==> src/rtl/seq_lock_pkg.sv <==
package seq_lock_pkg;

   localparam int COLOR_CNT = 3;
   localparam int IDX_W     = 2;

   localparam int IDX_RED   = 0;
   localparam int IDX_GREEN = 1;
   localparam int IDX_BLUE  = 2;

   typedef enum logic [1:0] {
      EV_IDLE  = 2'd0,
      EV_MATCH = 2'd1,
      EV_MISS  = 2'd2
   } press_ev_e;

   function automatic int pos_width(input int steps);
      return $clog2(steps + 2);
   endfunction

endpackage

==> src/rtl/seq_lock_press_eval.sv <==
module seq_lock_press_eval
   import seq_lock_pkg::*;
#(
   parameter int N_COLORS = COLOR_CNT,
   parameter int SEL_W    = IDX_W
) (
   input  logic [N_COLORS-1:0] colors,
   input  logic                any_press,
   input  logic [SEL_W-1:0]    want_idx,
   output press_ev_e           ev
);

   logic [N_COLORS-1:0] want_vec;

   always_comb begin
      for (int i = 0; i < N_COLORS; i++) begin
         want_vec[i] = (want_idx == SEL_W'(i));
      end
   end

   always_comb begin
      if (!any_press) begin
         ev = EV_IDLE;
      end else if (colors == want_vec) begin
         ev = EV_MATCH;
      end else begin
         ev = EV_MISS;
      end
   end

endmodule

==> src/rtl/seq_lock_code_rom.sv <==
module seq_lock_code_rom
   import seq_lock_pkg::*;
#(
   parameter int                      CODE_LEN = 4,
   parameter int                      SEL_W    = IDX_W,
   parameter int                      POS_W    = pos_width(CODE_LEN),
   parameter logic [CODE_LEN*SEL_W-1:0] CODE   = '0
) (
   input  logic [POS_W-1:0] pos,
   output logic [SEL_W-1:0] want_idx
);

   always_comb begin
      want_idx = '0;
      for (int k = 0; k < CODE_LEN; k++) begin
         if (pos == POS_W'(k + 1)) begin
            want_idx = CODE[k*SEL_W +: SEL_W];
         end
      end
   end

endmodule

==> src/rtl/seq_lock_tracker.sv <==
module seq_lock_tracker
   import seq_lock_pkg::*;
#(
   parameter int CODE_LEN  = 4,
   parameter int POS_W     = pos_width(CODE_LEN),
   parameter bit ONE_HOT   = 1'b0
) (
   input  logic             clk,
   input  logic             rst,
   input  logic             start,
   input  press_ev_e        ev,
   output logic [POS_W-1:0] pos
);

   localparam int               N_STATES = CODE_LEN + 2;
   localparam logic [POS_W-1:0] OPEN_POS = POS_W'(CODE_LEN + 1);

   logic [POS_W-1:0] nxt;

   always_comb begin
      if (pos == '0) begin
         nxt = start ? POS_W'(1) : '0;
      end else if (pos == OPEN_POS) begin
         nxt = '0;
      end else begin
         case (ev)
            EV_MATCH: nxt = pos + POS_W'(1);
            EV_MISS:  nxt = '0;
            default:  nxt = pos;
         endcase
      end
   end

   generate
      if (ONE_HOT) begin : g_hot
         logic [N_STATES-1:0] hot_q;
         logic [N_STATES-1:0] hot_d;

         always_comb begin
            for (int i = 0; i < N_STATES; i++) begin
               hot_d[i] = (nxt == POS_W'(i));
            end
         end

         always_ff @(posedge clk) begin
            if (rst) begin
               hot_q <= N_STATES'(1);
            end else begin
               hot_q <= hot_d;
            end
         end

         always_comb begin
            pos = '0;
            for (int i = 0; i < N_STATES; i++) begin
               if (hot_q[i]) begin
                  pos = pos | POS_W'(i);
               end
            end
         end
      end else begin : g_bin
         logic [POS_W-1:0] pos_q;

         always_ff @(posedge clk) begin
            if (rst) begin
               pos_q <= '0;
            end else begin
               pos_q <= nxt;
            end
         end

         assign pos = pos_q;
      end
   endgenerate

endmodule

==> src/rtl/seq_lock.sv <==
module seq_lock
   import seq_lock_pkg::*;
#(
   parameter int                      CODE_LEN      = 4,
   parameter logic [CODE_LEN*IDX_W-1:0] CODE        = 8'b00_01_10_00,
   parameter bit                      ONE_HOT_STATE = 1'b0
) (
   input  logic clk,
   input  logic rst,
   input  logic start_btn,
   input  logic red_btn,
   input  logic green_btn,
   input  logic blue_btn,
   input  logic any_btn,
   output logic unlock
);

   localparam int               POS_W    = pos_width(CODE_LEN);
   localparam logic [POS_W-1:0] OPEN_POS = POS_W'(CODE_LEN + 1);

   generate
      if (CODE_LEN < 1) begin : g_len_bad
         $error("seq_lock: CODE_LEN must be at least 1");
      end
      for (genvar k = 0; k < CODE_LEN; k++) begin : g_code_chk
         if (CODE[k*IDX_W +: IDX_W] >= COLOR_CNT) begin : g_bad
            $error("seq_lock: code entry names a color that does not exist");
         end
      end
   endgenerate

   logic [COLOR_CNT-1:0] colors;
   logic [IDX_W-1:0]     want_idx;
   logic [POS_W-1:0]     pos;
   press_ev_e            ev;

   always_comb begin
      colors            = '0;
      colors[IDX_RED]   = red_btn;
      colors[IDX_GREEN] = green_btn;
      colors[IDX_BLUE]  = blue_btn;
   end

   seq_lock_code_rom #(
      .CODE_LEN (CODE_LEN),
      .SEL_W    (IDX_W),
      .POS_W    (POS_W),
      .CODE     (CODE)
   ) u_rom (
      .pos      (pos),
      .want_idx (want_idx)
   );

   seq_lock_press_eval #(
      .N_COLORS (COLOR_CNT),
      .SEL_W    (IDX_W)
   ) u_eval (
      .colors    (colors),
      .any_press (any_btn),
      .want_idx  (want_idx),
      .ev        (ev)
   );

   seq_lock_tracker #(
      .CODE_LEN (CODE_LEN),
      .POS_W    (POS_W),
      .ONE_HOT  (ONE_HOT_STATE)
   ) u_track (
      .clk   (clk),
      .rst   (rst),
      .start (start_btn),
      .ev    (ev),
      .pos   (pos)
   );

   assign unlock = (pos == OPEN_POS);

endmodule

==> config.mk <==
export PLATFORM = sky130hd
export DESIGN_NAME = seq_lock
export DESIGN_NICKNAME = d
export VERILOG_FILES = /design/src/rtl/seq_lock_pkg.sv /design/src/rtl/seq_lock_press_eval.sv /design/src/rtl/seq_lock_code_rom.sv /design/src/rtl/seq_lock_tracker.sv /design/src/rtl/seq_lock.sv
export SDC_FILE = /design/constraint.sdc
export NUM_CORES = 1
export LEC_CHECK = 0
export CAP_MARGIN = 0
export CORE_AREA = 2 2 39 41
export CTS_CLUSTER_DIAMETER = 100
export DETAILED_ROUTE_END_ITERATION = 16
export DIE_AREA = 0 0 41 43
export GPL_TIMING_DRIVEN = 0
export PLACE_DENSITY = 0.44
export REMOVE_ABC_BUFFERS = 1
export SYNTH_ARGS = -nofsm -noshare
export SYNTH_HDL_FRONTEND = slang
export SYNTH_SLANG_ARGS = --single-unit
==> constraint.sdc <==
create_clock -name clk -period 4.4 [get_ports clk]
set_clock_uncertainty 0.05 [all_clocks]
set_input_delay 1.1 -clock clk [delete_from_list [all_inputs] [get_ports clk]]
set_output_delay 1.1 -clock clk [all_outputs]
set_load 0.02 [all_outputs]
==> flow_summary.ini <==
[die]
die_x_um = 41
fp.dieH_um = 43
coreArea_um2 = 1380
rows = 14
initial_core_util = 0.249
die_area_um2 = 1760
io_pins = 8

[placement]
place_inst = 63
io_buffers = 7
gp_congestion = 0.675

[critical_path]
path_class = reg -> out
cp.arrival_ns = 1.63
cp.required_ns = 3.25
cp-start-kind = register
cp-end-kind = output pin
crit_path_max_fanout = 4

[drt]
totalWireLength_um = 744
top_layer = met3
drt-met1-wl_um = 316
num_vias = 335
drt_iter0_drc = 3
wl_per_cell_um = 11.1
wl_met3_um = 52
wl_met2_um = 375
drc = 0
drtPass1Iterations = 2
ant_nets = 0
via_per_inst = 5.00

[timing]
slew_viol_final = 0
tightestPinTransition_ns = 0.445
min_period_over_period = 0.631
report.final.hold_viol_count = 0
max_freq_mhz = 360
relSlewSlack = 0.701
fin_crit_ns = 2.78
fin_setup_tns_ns = 0
rsz0062_at_grt = no
setup_viol = 0
fin_hold_ws_ns = 0.477

[synth]
synth_ff_type = dfxtp_1
synth.avg_cell_area_um2 = 8.39
synth-seq-area-share = 0.175
syn_inst = 41
yosys_warnings = 0
syn-cell-area_um2 = 344
synthDistinctLibCells = 27
ys_seq_elements = 3
synthArstFlopShare = 0
synth_edf_count = 0

[final_layout]
nets = 64
final_util = 0.325
antenna_cells = 0
layout_commonest_cell = clkdlybuf4s50_1
layout_common_cells = clkdlybuf4s50_1 (7), ha_1 (5), nand2_1 (4)
drive_above_1_share = 0.176
multi_input_area_um2 = 258
largest_reg_flops = 3
n_fill_cell = 163
final_cell_count_no_fill = 67
area_growth_pct = 30.5
seq_area_um2 = 60.1

[global_routing]
grt_pass1_wl_um = 1300
grt.overflow.total = 0
grt_use_total = 0.106
antenna_found_initial = 0
grt_max_degree = 11
first_global_vias = 328

[clock_network]
clockBufferDepth = 2
cts_hold_buffers = 0
cts_buffers = 3
post_cts_buffers = 0
cts.sinks = 3
htreeDepth = 1
clk_pin_slew_ns = 0.03
cts_tree = done
cts-resized-gates = 0
clock_latency_ns = 0.23
clock_tree.root_cell = clkbuf_4

[run_status]
status = finished clean

[power]
ir_drop_uv = 135
p_leak_nw = 0.152
p_per_area_nw_per_um2 = 210
fin_total_pwr_w = 0.0000945

[min_path]
hold_path_class = reg -> reg

[flow_run]
maxCapViolCount = 0
metal layers:
layer,vias up,global-route usage
li1,173,-
met5,-,0
met1,152,0.131
met3,0,0.0471
met2,10,0.156
met4,0,0.0400
critical path, cell delays in order, from the launching register on:
cell and delay (ns):
dfxtp_1 0.33, inv_1 0.08, ha_1 0.21, and2_1 0.17
clkdlybuf4s50_1 0.61
synth_stat cells, drive strengths merged (2+ instances only):
cell	number	area, µm²
ha	5	62.6
inv	4	15.0
nand2	4	15.0
o21ai	4	23.8
dfxtp	3	60.1
a21oi	2	10.0
nand2b	2	12.5
or4	2	18.8
logic make-up after synthesis:
logic type	count (synthesis)	synth area share
buffers and inverters	5	0.0763
AND/OR/NAND/NOR	15	0.251
flip-flops	3	0.175
AO/OA/AOI/OAI	13	0.316
adder cells (fa/ha/maj)	5	0.182
worst paths after layout:
check	from	end	slack (ns)	cells after the start
worst max-delay path	u_track.pos[1]	unlock	1.62	4
worst min-delay path	u_track.pos[0]	u_track.pos[0]	0.48	1
worst max register to register	u_track.pos[2]	u_track.pos[0]	2.31	6
worst min register to register	u_track.pos[0]	u_track.pos[0]	0.48	1
stage by stage:
stage / instance area [µm²] / setup WS (ns)
final: 449 / 1.62
after global routing: 449 / 1.52
after CTS: 449 / 1.60
after detailed placement: 423 / 1.66
after global placement: 423 / 1.63
after floorplan: 333 / 2.24
layout make-up:
cell class	count	share of cell area
sequential	3	0.134
multi-input combinational	33	0.574
inverter	4	0.0334
tap	16	0.0446
clock buffer	4	0.0585
timing repair buffer	7	0.156
power breakdown:
group          switching, W  internal [W]  leakage, nW
clock network     0.0000123     0.0000338       0.0150
logic            0.00000927    0.00000978        0.113
registers        0.00000105     0.0000283       0.0244
total             0.0000226     0.0000719        0.152
Note: power is estimated with default switching activity, not from simulation.
